### src/rtl/can_fc_pkg.sv
package can_fc_pkg;
  typedef enum logic [1:0] {
    FC_ACTIVE  = 2'd0,
    FC_PASSIVE = 2'd1,
    FC_BUSOFF  = 2'd2
  } fc_state_e;
endpackage

### src/rtl/fc_err_ctr.sv
module fc_err_ctr #(
  parameter int W    = 8,
  parameter int STEP = 8
) (
  input  logic         clk,
  input  logic         rst,
  input  logic         en,
  input  logic         clr,
  input  logic         inc,
  input  logic         dec,
  output logic [W-1:0] cnt,
  output logic [W-1:0] nxt,
  output logic         ovf
);
  localparam int SW = W + 1;

  logic [SW-1:0] sum;

  always_comb begin
    sum = {1'b0, cnt} + (inc ? SW'(STEP) : '0);
    if (dec && sum != '0) sum = sum - SW'(1);
  end

  assign ovf = en & sum[W];
  assign nxt = sum[W] ? '1 : sum[W-1:0];

  always_ff @(posedge clk) begin
    if (rst || clr) cnt <= '0;
    else if (en)    cnt <= nxt;
  end

  AST_CNT_HOLD: assert property (@(posedge clk) disable iff (rst)
    (!inc && !dec && !clr) |=> $stable(cnt));
  AST_CNT_FROZEN: assert property (@(posedge clk) disable iff (rst)
    (!en && !clr) |=> $stable(cnt));
endmodule

### src/rtl/fc_recovery.sv
module fc_recovery #(
  parameter int RUN_LEN = 11,
  parameter int RUN_NUM = 129
) (
  input  logic clk,
  input  logic rst,
  input  logic busoff,
  input  logic arm,
  input  logic bit_tick,
  input  logic bus_bit,
  output logic done
);
  localparam int RW = $clog2(RUN_LEN);
  localparam int NW = $clog2(RUN_NUM + 1);

  logic          active_q;
  logic [RW-1:0] run_q;
  logic [NW-1:0] num_q;
  logic          last_bit, last_run;

  assign last_bit = (run_q == RW'(RUN_LEN - 1));
  assign last_run = (num_q == NW'(RUN_NUM - 1));
  assign done     = active_q & bit_tick & bus_bit & last_bit & last_run;

  always_ff @(posedge clk) begin
    if (rst || !busoff) begin
      active_q <= 1'b0;
      run_q    <= '0;
      num_q    <= '0;
    end else begin
      if (!active_q && arm) active_q <= 1'b1;
      if (active_q && bit_tick) begin
        if (!bus_bit) begin
          run_q <= '0;
        end else if (last_bit) begin
          run_q <= '0;
          num_q <= num_q + NW'(1);
        end else begin
          run_q <= run_q + RW'(1);
        end
      end
    end
  end

  AST_RCV_ARMED: assert property (@(posedge clk) disable iff (rst)
    $rose(active_q) |-> $past(arm));
  AST_DOM_RESTART: assert property (@(posedge clk) disable iff (rst)
    (active_q && bit_tick && !bus_bit) |=> (run_q == '0));
  AST_NUM_BOUND: assert property (@(posedge clk) disable iff (rst)
    num_q <= NW'(RUN_NUM));
endmodule

### src/rtl/can_fault_conf.sv
module can_fault_conf
  import can_fc_pkg::*;
#(
  parameter int CNT_W       = 8,
  parameter int TX_STEP     = 8,
  parameter int RX_STEP     = 1,
  parameter int WARN_LIM    = 96,
  parameter int PASSIVE_LIM = 127,
  parameter int RUN_LEN     = 11,
  parameter int RUN_NUM     = 129
) (
  input  logic             clk,
  input  logic             rst,
  input  logic             tx_err_i,
  input  logic             rx_err_i,
  input  logic             tx_ok_i,
  input  logic             rx_ok_i,
  input  logic             bit_tick_i,
  input  logic             bus_bit_i,
  input  logic             init_we_i,
  input  logic             init_wd_i,
  input  logic             auto_bus_on_i,
  output logic [CNT_W-1:0] tec_o,
  output logic [CNT_W-1:0] rec_o,
  output logic             warn_o,
  output logic             passive_o,
  output logic             busoff_o,
  output logic             init_ack_o
);
  localparam logic [CNT_W-1:0] WARN_V = CNT_W'(WARN_LIM);
  localparam logic [CNT_W-1:0] PASS_V = CNT_W'(PASSIVE_LIM);

  fc_state_e        state_q;
  logic             init_q;
  logic             live;
  logic             rcv_done;
  logic [CNT_W-1:0] tec_nxt, rec_nxt;
  logic             tec_ovf, rec_ovf;

  assign live = (state_q != FC_BUSOFF);

  fc_err_ctr #(.W(CNT_W), .STEP(TX_STEP)) u_tec (
    .clk(clk), .rst(rst), .en(live), .clr(rcv_done),
    .inc(tx_err_i), .dec(tx_ok_i),
    .cnt(tec_o), .nxt(tec_nxt), .ovf(tec_ovf)
  );

  fc_err_ctr #(.W(CNT_W), .STEP(RX_STEP)) u_rec (
    .clk(clk), .rst(rst), .en(live), .clr(rcv_done),
    .inc(rx_err_i), .dec(rx_ok_i),
    .cnt(rec_o), .nxt(rec_nxt), .ovf(rec_ovf)
  );

  fc_recovery #(.RUN_LEN(RUN_LEN), .RUN_NUM(RUN_NUM)) u_rcv (
    .clk(clk), .rst(rst), .busoff(!live), .arm(!init_q),
    .bit_tick(bit_tick_i), .bus_bit(bus_bit_i), .done(rcv_done)
  );

  always_ff @(posedge clk) begin
    if (rst) begin
      state_q <= FC_ACTIVE;
    end else if (!live) begin
      if (rcv_done) state_q <= FC_ACTIVE;
    end else if (tec_ovf) begin
      state_q <= FC_BUSOFF;
    end else if (tec_nxt > PASS_V || rec_nxt > PASS_V) begin
      state_q <= FC_PASSIVE;
    end else begin
      state_q <= FC_ACTIVE;
    end
  end

  always_ff @(posedge clk) begin
    if (rst)                            init_q <= 1'b0;
    else if (live && tec_ovf)           init_q <= 1'b1;
    else if (init_we_i)                 init_q <= init_wd_i;
    else if (!live && auto_bus_on_i && init_q) init_q <= 1'b0;
  end

  assign warn_o     = (tec_o >= WARN_V) || (rec_o >= WARN_V);
  assign passive_o  = (state_q == FC_PASSIVE);
  assign busoff_o   = (state_q == FC_BUSOFF);
  assign init_ack_o = init_q;

  AST_BUSOFF_TEC_MAX: assert property (@(posedge clk) disable iff (rst)
    busoff_o |-> (tec_o == '1));
  AST_BUSOFF_INIT: assert property (@(posedge clk) disable iff (rst)
    $rose(busoff_o) |-> init_ack_o);
  AST_PASSIVE_LEVEL: assert property (@(posedge clk) disable iff (rst)
    passive_o |-> (tec_o > PASS_V || rec_o > PASS_V));
  AST_REC_NO_BUSOFF: assert property (@(posedge clk) disable iff (rst)
    (live && rec_ovf && !tec_ovf) |=> !busoff_o);
  AST_EXIT_ZERO: assert property (@(posedge clk) disable iff (rst)
    $fell(busoff_o) |-> (tec_o == '0 && rec_o == '0));
endmodule

### config.mk
export PLATFORM = sky130hd
export DESIGN_NAME = can_fault_conf
export DESIGN_NICKNAME = d
export VERILOG_FILES = /design/src/rtl/can_fc_pkg.sv /design/src/rtl/fc_err_ctr.sv /design/src/rtl/fc_recovery.sv /design/src/rtl/can_fault_conf.sv
export SDC_FILE = /design/constraint.sdc
export NUM_CORES = 1
export LEC_CHECK = 0
export BUFFER_PORTS_ARGS = -buffer_cell sky130_fd_sc_hd__buf_4
export CELL_PAD_IN_SITES_DETAIL_PLACEMENT = 0
export CELL_PAD_IN_SITES_GLOBAL_PLACEMENT = 1
export CORE_MARGIN = 3
export CORE_UTILIZATION = 47
export CTS_CLUSTER_DIAMETER = 30
export DETAILED_ROUTE_END_ITERATION = 8
export GPL_TIMING_DRIVEN = 0
export PLACE_DENSITY_LB_ADDON = 0.05
export SLEW_MARGIN = 25
export SYNTH_ARGS = -nofsm -noshare
export SYNTH_HDL_FRONTEND = slang
export SYNTH_HIERARCHICAL = 1
export SYNTH_SLANG_ARGS = --single-unit
### constraint.sdc
create_clock -name clk -period 4.4 [get_ports clk]
set_input_delay 0.22 -clock clk [delete_from_list [all_inputs] [get_ports clk]]
set_output_delay 0.22 -clock clk [all_outputs]
set_load 0.02 [all_outputs]
==> results by group <==
Route
  • Routed wire length per instance: 14.9 µm
  • Drt initial violations: 146
  • Drt pass-1 iters: 4
  • # DRC: 0
  • Vias per cell: 5.82
  • WL final: 5900 µm
  • Number of nets with antenna violations after routing: 0
  • Vias after detailed routing: 2309

Power and ir drop
  • Sw Share: 43.5%
  • Worst ir drop on vdd: 317 µV
  • Clock group share of total power: 16.9%
  • Leakage: 1.12 nW
  • Internal power: 943 µW
  • PwrDens: 576 nW/µm²
  • Sw power: 726 µW
  • Gate power share: 56.7%
  • Sequential fraction of design power: 26.5%

Layout
  • Nets: 352
  • Final core occ: 59.0%
  • Share of cells above drive strength 1: 21.8%
  • Fillers: 473
  • Area growth, synth to finish: 16.8%
  • Ant. Diodes: 0

Clock network
  • Reg clk slew, reported paths: 70 ps
  • Cts bufs inserted: 5
  • Sink Count: 32
  • CTS tree: done
  • Post_cts resized: 0
  • Root buffer cell: clkbuf_8
  • CTS hold repair buffers: 0
  • Clock Path Buffers: 2
  • Clk_lat worst skew: 290 ps
  • # H-tree levels: 2
  • Setup Buffers After CTS: 0

Timing
  • Final Cycle Share: 65.6%
  • Setup TNS: 0 ps
  • Worst Tran Pin Value: 593 ps
  • Max-slew headroom: 60.3%
  • Max-slew violations: 0
  • Fmax: 0.347 GHz
  • Hold_ws: 170 ps
  • Setup Skew: 9.14 ps
  • Post-route minimum period: 2890 ps
  • Final setup violation count: 0
  • RSZ-0062 raised after global routing: no
  • Hold Fails Final Rpt: 0

Synthesis
  • Mapped Avg Cell Area: 8.50 µm²
  • Syn. warnings: 6
  • Synthesized area: 2480 µm²
  • Syn nets: 315
  • Mapped Cells: 292

Setup path
  • Crit Path Class: flip-flop to flip-flop
  • CP max FO: 10
  • Startpoint class of the critical path: flip-flop
  • CP Capture Type: flip-flop
  • Worst r2r src: u_rcv/num_q[0]$_SDFFE_PP0P_
  • CP arrival: 3050 ps
  • RR Endpoint: u_tec/cnt[5]$_SDFFE_PP0P_
  • FF-to-FF path depth: 8
  • Delay-heaviest family, CP: simple AND/OR/NAND/NOR gates
  • Reg2Reg Setup Slack: 1510 ps
  • CP max-delay cell: or4_1
  • Slowest stage delay, CP: 430 ps
  • Worst-path cell chain: inv_1, ha_1, or4b_1, or4_1, nor3_2, nor2_1, and4b_1, or3_1
  • Worst Path Required: 4570 ps
  • Worst Path Buf+Inv: 1

Run
  • Max-cap violations: 0

Min path
  • Worst hold start: rst
  • Worst hold-check path type: input port to flip-flop
  • Hold path endpoint: state_q[1]$_SDFFE_PP0P_
  • Hold Crit Depth: 2

Die
  • Row Count: 25
  • Effective utilization at floorplan: 50.5%
  • I/O pins: 31
  • Die height: 78.7 µm
  • Core box area: 4910 µm²
  • Die area: 6190 µm²
  • Die width: 78.7 µm

GRT
  • Largest net degree at the start of global routing: 11
  • First-pass GRT wire length: 9980 µm
  • Gr usage total: 20.0%
  • Grt ovf: 0
  • Initial antenna violation count: 0
  • Vias in the first global route: 2129

Place
  • DP HPWL: 4380 µm
  • Port bufs: 30
  • Gpl congestion: 0.876

Outcome
  • Status: complete, no violations
power groups by stage:
stage                     clock (mW)  combinational, mW  sequential [mW]
after floorplan                    0              0.643            0.500
after global placement             0              0.940            0.448
after detailed placement           0              0.945            0.450
after CTS                      0.292              0.948            0.444
after global routing           0.300               1.04            0.456
final                          0.282              0.946            0.442
worst max path at each step:
| stage | start | endpoint | slack [ps] | cells past startpoint |
|---|---|---|---|---|
| 6_report | u_rcv/num_q[0]$_SDFFE_PP0P_ | u_tec/cnt[5]$_SDFFE_PP0P_ | 1510 | 8 |
| 5_1_grt | u_rcv/num_q[0]$_SDFFE_PP0P_ | u_tec/cnt[5]$_SDFFE_PP0P_ | 1330 | 8 |
| 4_1_cts | u_rcv/num_q[0]$_SDFFE_PP0P_ | u_tec/cnt[5]$_SDFFE_PP0P_ | 1500 | 8 |
| 3_5_place_dp | u_rcv/num_q[0]$_SDFFE_PP0P_ | u_tec/cnt[5]$_SDFFE_PP0P_ | 1540 | 8 |
| 3_3_place_gp | u_rcv/num_q[0]$_SDFFE_PP0P_ | u_tec/cnt[5]$_SDFFE_PP0P_ | 1550 | 8 |
| 2_1_floorplan | u_rec/cnt[0]$_SDFFE_PP0P_ | u_rec/cnt[4]$_SDFFE_PP0P_ | 1770 | 9 |
cells in the final DEF (no fill, tap or decap), drive strengths merged, types with 3 or more instances in the layout:
master / count
nand3b: 3
a31oi: 6
o31ai: 3
inv: 16
a211oi: 3
a21boi: 6
a22oi: 3
ha: 12
nand4: 11
nor2b: 3
or3: 4
nor3: 7
and3: 4
xor2: 7
or4: 5
dfxtp: 32
a21oi: 24
mux2: 4
nor4: 5
o21ai: 18
nand4b: 3
buf: 37
nand2b: 4
nand2: 20
nor2: 17
xnor2: 8
nand3: 17
clkbuf: 10
area by class of cell:
type | instances | area [µm²] | share of cell area, %
Multi-Input combinational cell | 233 | 1700 | 58.6
Sequential cell | 32 | 641 | 22.1
Timing Repair Buffer | 30 | 225 | 7.77
Tap cell | 67 | 83.8 | 2.89
Buffer | 11 | 81.3 | 2.81
Clock buffer | 6 | 72.6 | 2.50
Inverter | 16 | 62.6 | 2.16
Clock inverter | 2 | 35.0 | 1.21
state kept, by name (all words and copies together) (netlist names):
| signal | count |
|---|---|
| u_rcv/num_q | 8 |
| u_rcv/active_q | 1 |
| state_q | 2 |
| init_ack_o | 1 |
| u_tec/cnt | 8 |
| u_rcv/run_q | 4 |
| u_rec/cnt | 8 |
worst reg2reg max path, delay by kind of cell (launching register included):
kind	cells	cell delay, ps
adders and majority gates	1	140
DFF	1	360
and+or+nand+nor	6	2160
buffers and inverters	1	100
per-layer routing:
metal	track usage (%)	routed length (µm)	share of wire, %	up-vias
met4	6.82	85	1.4	0
met1	27.2	2860	49	1093
met5	0	0	0	-
met3	3.67	200	3.4	7
met2	31.5	2750	47	37
li1	-	-	-	1172
stage by stage:
step | power [mW] | instances | setup slack (ps) | area, µm²
after floorplan | 1.14 | 292 | 1770 | 2480
after global placement | 1.39 | 389 | 1550 | 2790
after detailed placement | 1.39 | 389 | 1540 | 2790
after CTS | 1.68 | 397 | 1500 | 2900
after global routing | 1.80 | 397 | 1330 | 2900
final | 1.67 | 397 | 1510 | 2900
No activity file was read; power rests on OpenSTA's default activity.
